### config.mk
export PLATFORM = sky130hd
export DESIGN_NAME = bitsel_pwm
export DESIGN_NICKNAME = d
export VERILOG_FILES = /design/src/rtl/bitsel_pwm_pkg.sv /design/src/rtl/bitsel_pwm_rst_sync.sv /design/src/rtl/bitsel_pwm_regs.sv /design/src/rtl/bitsel_pwm_counter.sv /design/src/rtl/bitsel_pwm_compare.sv /design/src/rtl/bitsel_pwm.sv
export SDC_FILE = /design/constraint.sdc
export NUM_CORES = 1
export LEC_CHECK = 0
export BUFFER_PORTS_ARGS = -buffer_cell sky130_fd_sc_hd__buf_2
export CORE_UTILIZATION = 45
export CTS_CLUSTER_SIZE = 28
export DETAILED_ROUTE_END_ITERATION = 16
export HOLD_SLACK_MARGIN = 0.05
export PLACE_DENSITY = 0.78
export SETUP_SLACK_MARGIN = 0.15
export SYNTH_ARGS = -nofsm -noshare
export SYNTH_HDL_FRONTEND = slang
export SYNTH_SLANG_ARGS = --single-unit
### constraint.sdc
create_clock -name clk_i -period 1.06 [get_ports clk_i]
set_clock_uncertainty 0.1 [all_clocks]
set_input_delay 0.053 -clock clk_i [delete_from_list [all_inputs] [get_ports clk_i]]
set_output_delay 0.053 -clock clk_i [all_outputs]
set_load 0.02 [all_outputs]
### src/rtl/bitsel_pwm_pkg.sv
package bitsel_pwm_pkg;
  localparam int unsigned OFS_CTRL = 0;
  localparam int unsigned OFS_DUTY = 1;

  typedef struct packed {
    logic       en;
    logic [1:0] psc;
  } ctrl_view_t;
endpackage

### src/rtl/bitsel_pwm_rst_sync.sv
module bitsel_pwm_rst_sync #(
  parameter int unsigned STAGES = 2
) (
  input  logic clk_i,
  input  logic rst_ni,
  output logic rst_no
);
  logic [STAGES-1:0] sync_q;

  always_ff @(posedge clk_i or negedge rst_ni) begin
    if (!rst_ni) sync_q <= '0;
    else         sync_q <= {sync_q[STAGES-2:0], 1'b1};
  end

  assign rst_no = sync_q[STAGES-1];
endmodule

### src/rtl/bitsel_pwm_regs.sv
module bitsel_pwm_regs
  import bitsel_pwm_pkg::*;
#(
  parameter int unsigned DATA_W = 8,
  parameter int unsigned PSC_W  = 2,
  parameter int unsigned DUTY_W = 7,
  parameter int unsigned ADDR_W = 1
) (
  input  logic              clk_i,
  input  logic              rst_ni,
  input  logic              wr_en_i,
  input  logic [ADDR_W-1:0] addr_i,
  input  logic [DATA_W-1:0] wr_data_i,
  output logic              en_o,
  output logic [PSC_W-1:0]  psc_o,
  output logic [DUTY_W-1:0] duty_o,
  output logic [DATA_W-1:0] rd_data_o
);
  localparam logic [ADDR_W-1:0] A_CTRL = ADDR_W'(OFS_CTRL);
  localparam logic [ADDR_W-1:0] A_DUTY = ADDR_W'(OFS_DUTY);

  logic              en_q,   en_d;
  logic [PSC_W-1:0]  psc_q,  psc_d;
  logic [DUTY_W-1:0] duty_q, duty_d;
  logic              ctrl_we, duty_we;

  assign ctrl_we = wr_en_i && (addr_i == A_CTRL);
  assign duty_we = wr_en_i && (addr_i == A_DUTY);

  always_comb begin
    en_d   = en_q;
    psc_d  = psc_q;
    duty_d = duty_q;
    if (ctrl_we) begin
      en_d  = wr_data_i[DATA_W-1];
      psc_d = wr_data_i[PSC_W-1:0];
    end
    if (duty_we) duty_d = wr_data_i[DUTY_W-1:0];
  end

  always_ff @(posedge clk_i or negedge rst_ni) begin
    if (!rst_ni) begin
      en_q   <= 1'b0;
      psc_q  <= '0;
      duty_q <= '0;
    end else begin
      en_q   <= en_d;
      psc_q  <= psc_d;
      duty_q <= duty_d;
    end
  end

  always_comb begin
    rd_data_o = '0;
    if (addr_i == A_CTRL) begin
      rd_data_o[DATA_W-1]  = en_q;
      rd_data_o[PSC_W-1:0] = psc_q;
    end else if (addr_i == A_DUTY) begin
      rd_data_o[DUTY_W-1:0] = duty_q;
    end
  end

  assign en_o   = en_q;
  assign psc_o  = psc_q;
  assign duty_o = duty_q;
endmodule

### src/rtl/bitsel_pwm_counter.sv
module bitsel_pwm_counter #(
  parameter int unsigned CNT_W = 8,
  parameter int unsigned PSC_W = 2
) (
  input  logic             clk_i,
  input  logic             rst_ni,
  input  logic             tick_i,
  input  logic             en_i,
  input  logic [PSC_W-1:0] psc_i,
  output logic [CNT_W-1:0] cnt_o
);
  localparam int unsigned NUM_PSC = 2 ** PSC_W;

  logic [CNT_W-1:0]   cnt_q, cnt_d, cnt_inc;
  logic [NUM_PSC-1:0] clr_hit;

  assign cnt_inc = cnt_q + CNT_W'(1);

  // one candidate clear bit per prescaler setting, top bit downward
  for (genvar g = 0; g < NUM_PSC; g++) begin : g_clr
    assign clr_hit[g] = cnt_inc[CNT_W-1-g];
  end

  always_comb begin
    cnt_d = cnt_q;
    if (!en_i) begin
      cnt_d = '0;
    end else if (tick_i) begin
      cnt_d = clr_hit[psc_i] ? '0 : cnt_inc;
    end
  end

  always_ff @(posedge clk_i or negedge rst_ni) begin
    if (!rst_ni) cnt_q <= '0;
    else         cnt_q <= cnt_d;
  end

  assign cnt_o = cnt_q;
endmodule

### src/rtl/bitsel_pwm_compare.sv
module bitsel_pwm_compare #(
  parameter int unsigned CNT_W  = 8,
  parameter int unsigned DUTY_W = 7
) (
  input  logic              clk_i,
  input  logic              rst_ni,
  input  logic              en_i,
  input  logic [CNT_W-1:0]  cnt_i,
  input  logic [DUTY_W-1:0] duty_i,
  output logic              pwm_o
);
  logic pwm_q, pwm_d;

  always_comb pwm_d = en_i && (cnt_i < CNT_W'(duty_i));

  always_ff @(posedge clk_i or negedge rst_ni) begin
    if (!rst_ni) pwm_q <= 1'b0;
    else         pwm_q <= pwm_d;
  end

  assign pwm_o = pwm_q;
endmodule

### src/rtl/bitsel_pwm.sv
module bitsel_pwm #(
  parameter int unsigned CNT_W      = 8,
  parameter int unsigned PSC_W      = 2,
  parameter int unsigned ADDR_W     = 1,
  parameter int unsigned SYNC_STAGE = 2
) (
  input  logic              clk_i,
  input  logic              rst_ni,
  input  logic              tick_i,
  input  logic              wr_en_i,
  input  logic [ADDR_W-1:0] addr_i,
  input  logic [CNT_W-1:0]  wr_data_i,
  output logic [CNT_W-1:0]  rd_data_o,
  output logic              pwm_o
);
  localparam int unsigned DATA_W = CNT_W;
  localparam int unsigned DUTY_W = CNT_W - 1;

  logic              rst_n_sync;
  logic              ctrl_en;
  logic [PSC_W-1:0]  psc_val;
  logic [DUTY_W-1:0] duty_val;
  logic [CNT_W-1:0]  cnt_val;

  bitsel_pwm_rst_sync #(.STAGES(SYNC_STAGE)) u_rst (
    .clk_i (clk_i),
    .rst_ni(rst_ni),
    .rst_no(rst_n_sync)
  );

  bitsel_pwm_regs #(
    .DATA_W(DATA_W), .PSC_W(PSC_W), .DUTY_W(DUTY_W), .ADDR_W(ADDR_W)
  ) u_regs (
    .clk_i    (clk_i),
    .rst_ni   (rst_n_sync),
    .wr_en_i  (wr_en_i),
    .addr_i   (addr_i),
    .wr_data_i(wr_data_i),
    .en_o     (ctrl_en),
    .psc_o    (psc_val),
    .duty_o   (duty_val),
    .rd_data_o(rd_data_o)
  );

  bitsel_pwm_counter #(.CNT_W(CNT_W), .PSC_W(PSC_W)) u_cnt (
    .clk_i (clk_i),
    .rst_ni(rst_n_sync),
    .tick_i(tick_i),
    .en_i  (ctrl_en),
    .psc_i (psc_val),
    .cnt_o (cnt_val)
  );

  bitsel_pwm_compare #(.CNT_W(CNT_W), .DUTY_W(DUTY_W)) u_cmp (
    .clk_i (clk_i),
    .rst_ni(rst_n_sync),
    .en_i  (ctrl_en),
    .cnt_i (cnt_val),
    .duty_i(duty_val),
    .pwm_o (pwm_o)
  );
endmodule

; ---- Word level (Yosys, flattened, before mapping)
; Cells that the tools add are included.
[op_classes]
n_eq_ne = 1
muxes = 8
bitwise_logic = 1
n_lt_le_gt_ge = 2
n_reduce_logical = 3
add_sub_neg = 1
[op_table]
columns = operator, n
row1 = 8-bit two-way mux, 3
row2 = 8-bit by 1-bit adder with 8-bit output (second input constant), 1
row3 = 8-bit by 7-bit less-than comparator with 1-bit output, 1
row4 = 5-bit two-way mux, 1
row5 = 1-bit logical AND, 3
row6 = 2-bit by 3-bit less-than comparator with 1-bit output (second input constant), 1
row7 = 1-bit binary-select mux with 2-bit select, 1
row8 = 1-bit two-way mux, 2
row9 = 2-bit two-way mux, 1
row10 = 2-bit != test (second input constant), 1
row11 = 1-bit NOT, 1
[word_totals]
reg_bits = 21
out_inout_bits = 9
inputBits = 13

; ---- Logic depth before layout (Yosys ltp)
[logic_depth]
word_depth = 6
mapped_depth = 7

; ---- Hierarchy
; A second synthesis with hierarchy kept.
[unflattened]
hier_cells = 119
area_unflattened_um2 = 1236.2
[modules_own_cells]
columns = mod, area_per_inst_um2, cells_each, instances, seq_area_each_um2
row1 = bitsel_pwm_counter, 545.5, 63, 1, 200.2
row2 = bitsel_pwm_regs, 450.4, 31, 1, 250.2
row3 = bitsel_pwm_compare, 186.4, 22, 1, 25.0
row4 = bitsel_pwm_rst_sync, 53.8, 3, 1, 50.0

; ---- Worst setup path before layout
; No wires, ideal clock.
[synth_timing]
path_kind = register to register
start = reg u_cnt.cnt_q[0], in the netlist u_cnt.cnt_o[0]
end = reg u_cnt.cnt_q[0], in the netlist u_cnt.cnt_o[0]
t_arrival_ns = 1.713
slack_ns = -0.818
synth_period_minus_slack_ns = 1.878
setup_time_ns = 0.065
required_time_ns = 0.895
path_stages_with_launch = 8
cell_sequence = dfrtp_1 -> ha_1 -> and4_1 -> and2_1 -> a211o_1 -> and2_4 -> nor4_2 -> o21a_1
[synth_between]
elab_chain_len = 6
[synth_lines]
columns = element, line_no
row1 = start: declaration, bitsel_pwm_counter.sv:14  ; logic [CNT_W-1:0] cnt_q, cnt_d, cnt_inc;
row2 = start signal: assignment, bitsel_pwm_counter.sv:35  ; else cnt_q <= cnt_d;
row3 = 8-bit by 1-bit adder with 8-bit output (*), bitsel_pwm_counter.sv:17  ; assign cnt_inc = cnt_q + CNT_W'(1);
row4 = 1-bit binary-select mux with 2-bit select, bitsel_pwm_counter.sv:29  ; cnt_d = clr_hit[psc_i] ? '0 : cnt_inc;
row5 = 1-bit two-way mux (not written as such), bitsel_pwm_counter.sv:29
row6 = 8-bit two-way mux (*), bitsel_pwm_counter.sv:29
row7 = 8-bit two-way mux (*), bitsel_pwm_counter.sv:28  ; end else if (tick_i) begin
row8 = 8-bit two-way mux (*), bitsel_pwm_counter.sv:26  ; if (!en_i) begin
; Mark *: on every way between the ends. The rest lies on a longest branch, timed or not. The select of a mux whose other input is x is not followed.
; A chain may end at the register's enable or synchronous reset.

; ---- Final worst setup path
[layout_timing]
start = reg u_cnt.cnt_q[1], in the netlist u_cnt.cnt_o[1]
end = reg u_cnt.cnt_q[6], in the netlist u_cnt.cnt_o[6]
; Same word-level chain as after synthesis.

==> results by group <==
Status
  • Run status: finished with violations
  • Violated checks: negative setup slack

Setup path
  • CP required: 1180 ps
  • Arrival time at the worst endpoint: 2020 ps
  • CP bufs+invs: 1
  • Cell family with most CP delay: simple AND/OR/NAND/NOR gates
  • Crit path launch type: register
  • Crit-path slowest cell: dfrtp_1
  • Crit Path Max Fanout: 5
  • Max stage delay on crit path: 440 ps
  • Critical path type: register to register
  • CP cell instances: buf_4 -> nand3_4 -> or3_4 -> a31oi_4 -> a21oi_2 -> o21ai_4 -> nor2_1
  • CP Capture Type: register

Floorplanning
  • Die Y: 53.7 µm
  • FP Rows: 18
  • # IOs: 22
  • Core ar.: 2500 µm²
  • Die ar.: 2890 µm²
  • Initial Util: 48.1%
  • Die width: 53.7 µm

Layout
  • Layout area overhead: 73.5%
  • Nets: 213
  • Finished Layout Cells: 222
  • Util after Layout: 83.5%
  • Fin area: 2090 µm²
  • Ratio of cells with drive above 1 in the final layout: 56.8%
  • ANT cells: 0

CTS
  • CTS tree: built
  • Clk sink count: 21
  • Worst-path clk slew: 130 ps
  • Root Buffer: clkbuf_4
  • Clock latency on the worst-skew pair: 330 ps
  • CTS hold repair buffers: 12
  • # H-tree levels: 1
  • Clock buffer depth: 2
  • CTS Buf Count: 3

Timing
  • Fin crit share: 179%
  • Setup WS post-layout: -839 ps
  • Hold Fails Final Rpt: 0
  • Unrepaired setup endpoints after global routing: yes
  • Setup violators final: 20
  • Final Max Tran Viols: 0
  • Max Fclk: 526 MHz
  • Fin crit period: 1900 ps

Place
  • DP Cell Count: 200
  • Final Wtd Congestion: 0.829
  • Post-DP HPWL: 2300 µm
  • DP Area: 1610 µm²
  • Place WS: -819 ps
  • PortBufs: 21

Synth
  • Post-synth EDFFs: 0
  • Synth area leaders: dfrtp_1 (44%), mux2_2 (9.4%), ha_1 (7.3%), and2_1 (4.2%), nand2_1 (3.4%)
  • Main synth FF type: dfrtp_1
  • Post-synth top area share: 43.7%
  • Synth async-reset ratio: 100%
  • Count leader, synth: dfrtp_1
  • Cell taking the most area after synthesis: dfrtp_1
  • Syn Inst Count: 119
  • Avg Synthesized Cell Area: 10.1 µm²
  • Top cells by count, synth: dfrtp_1 (21), nand2_1 (11), mux2_2 (10), inv_1 (9)
  • Seq/Total Area, Yosys: 43.7%
  • Seq cells post-synth: 21
  • Post-Syn Nets: 139
  • Synthesized area: 1200 µm²
  • Synthesis Warnings: 0
  • Cell variety after synth: 37

Power
  • PwrDens: 1140 nW/µm²
  • Comb power frac: 41.3%
  • Clk pwr share: 18.2%
  • Pint: 1.58 mW
  • Lkg Pwr: 1.01 nW
  • Net Sw Frac: 33.6%
  • Switching pwr: 0.799 mW
  • Max VDD drop: 1.34 mV
  • Sequential share of power: 40.5%

Routing
  • DRC Markers: 0
  • Antenna Nets Post-Route: 0
  • Vias: 1320
  • Final WL: 4730 µm
  • Avg WL per Cell: 21.3 µm
  • Vias per cell: 5.95
  • Detailed Route Iter0 Violations: 37
  • DRT Pass-1 Iters: 4

GRT
  • GRT Residual Overflow: 0
  • GR Util All Layers: 34.5%
  • Largest net degree at the start of global routing: 16
  • Vias in the first global route: 1394
  • First-pass GRT wire length: 6780 µm
  • Initial antenna violation count: 0

Hold path
  • HP Class: register to async pin

Run
  • Max-cap violation count: 0
## cell families after synthesis
group	share of synthesized area (%)
muxes	11.1
buffers and inverters	3.53
xor gates and xnor gates	2.91
other	0.312
DFF	43.7
AOI/OAI and AO/OA	10.9
adders and majority gates	7.28
and+or+nand+nor	20.3
## metrics by stage
stage          power (mW)  hold slack, ps  setup TNS, ps
2_1_floorplan        1.26            -343          -5560
3_3_place_gp         1.50            -263          -5900
3_5_place_dp         1.54            -259          -6610
4_1_cts              2.21            14.3          -8050
5_1_grt              2.47            9.33          -9810
6_report             2.38            5.61          -9130
## per-layer routing
metal  GRT usage [%]  share of wire [%]
met5               0                  0
met4            26.3                6.3
met3            7.34                6.3
met2            57.4                 52
met1            38.1                 36
## placed cells by master (no fill, tap or decap), drive strengths merged, types with 2 or more instances in the layout
cell         synthesis  final
a21oi                5      5
a31oi                2      2
and2                 9      9
buf                  1     59
clkbuf               1      3
dfrtp               21     21
dlygate4sd3          0     12
ha                   7      7
inv                  9      9
mux2                11     11
nand2               11     11
nor2                 8      8
nor2b                4      4
o21ai                6      6
or3                  4      4
xor2                 3      3
## what timing repair did
| action | CTS | global route |
|---|---|---|
| setup buffers | 4 | 3 |
| pin swaps | 9 | 7 |
| hold endpoints to repair | 18 | 5 |
| endpoints found under the setup margin | 27 | 28 |
| resized for setup | 53 | 20 |
## state kept, by name (all words and copies together), names as in the netlist
signal,count
u_cmp.pwm_o,1
u_regs.psc_o,2
u_rst.sync_q,2
u_cnt.cnt_o,8
u_regs.duty_o,7
u_regs.en_o,1
## final cells by class
| cell class | instances | area [µm²] |
|---|---|---|
| clock buffer | 3 | 22.5 |
| inverter | 9 | 33.8 |
| timing repair buffer | 71 | 628 |
| multi-input combinational | 87 | 831 |
| clock inverter | 1 | 5.00 |
| tap | 30 | 37.5 |
| fill | 130 | 412 |
| sequential | 21 | 531 |
## power groups by stage
stage | registers (mW) | logic (mW) | clock network, mW
4_1_cts | 0.944 | 0.845 | 0.416
2_1_floorplan | 0.960 | 0.299 | 0
3_3_place_gp | 0.946 | 0.553 | 0
5_1_grt | 0.970 | 1.04 | 0.455
3_5_place_dp | 0.953 | 0.584 | 0
6_report | 0.963 | 0.983 | 0.434
## worst paths after layout
path | startpoint | end | slack, ps | cells past startpoint
worst max-delay path | u_cnt.cnt_o[1] | u_cnt.cnt_o[6] | -840 | 7
worst min-delay path | u_rst.sync_q[1] | u_regs.en_o | 6 | 0
worst max register to register | u_cnt.cnt_o[1] | u_cnt.cnt_o[6] | -840 | 7
worst min register to register | u_rst.sync_q[1] | u_regs.en_o | 6 | 0
max in group asynchronous | rst_ni | u_rst.sync_q[0] | 260 | 3
min in group clk_i | addr_i | u_regs.psc_o[0] | 10 | 3
## worst register-to-register path, stage by stage, from the launching register on
cell	delay (ps)
dfrtp_1	440
buf_4	180
nand3_4	100
or3_4	370
a31oi_4	170
a21oi_2	110
o21ai_4	230
nor2_1	100
(Power assumes the default switching activity.)
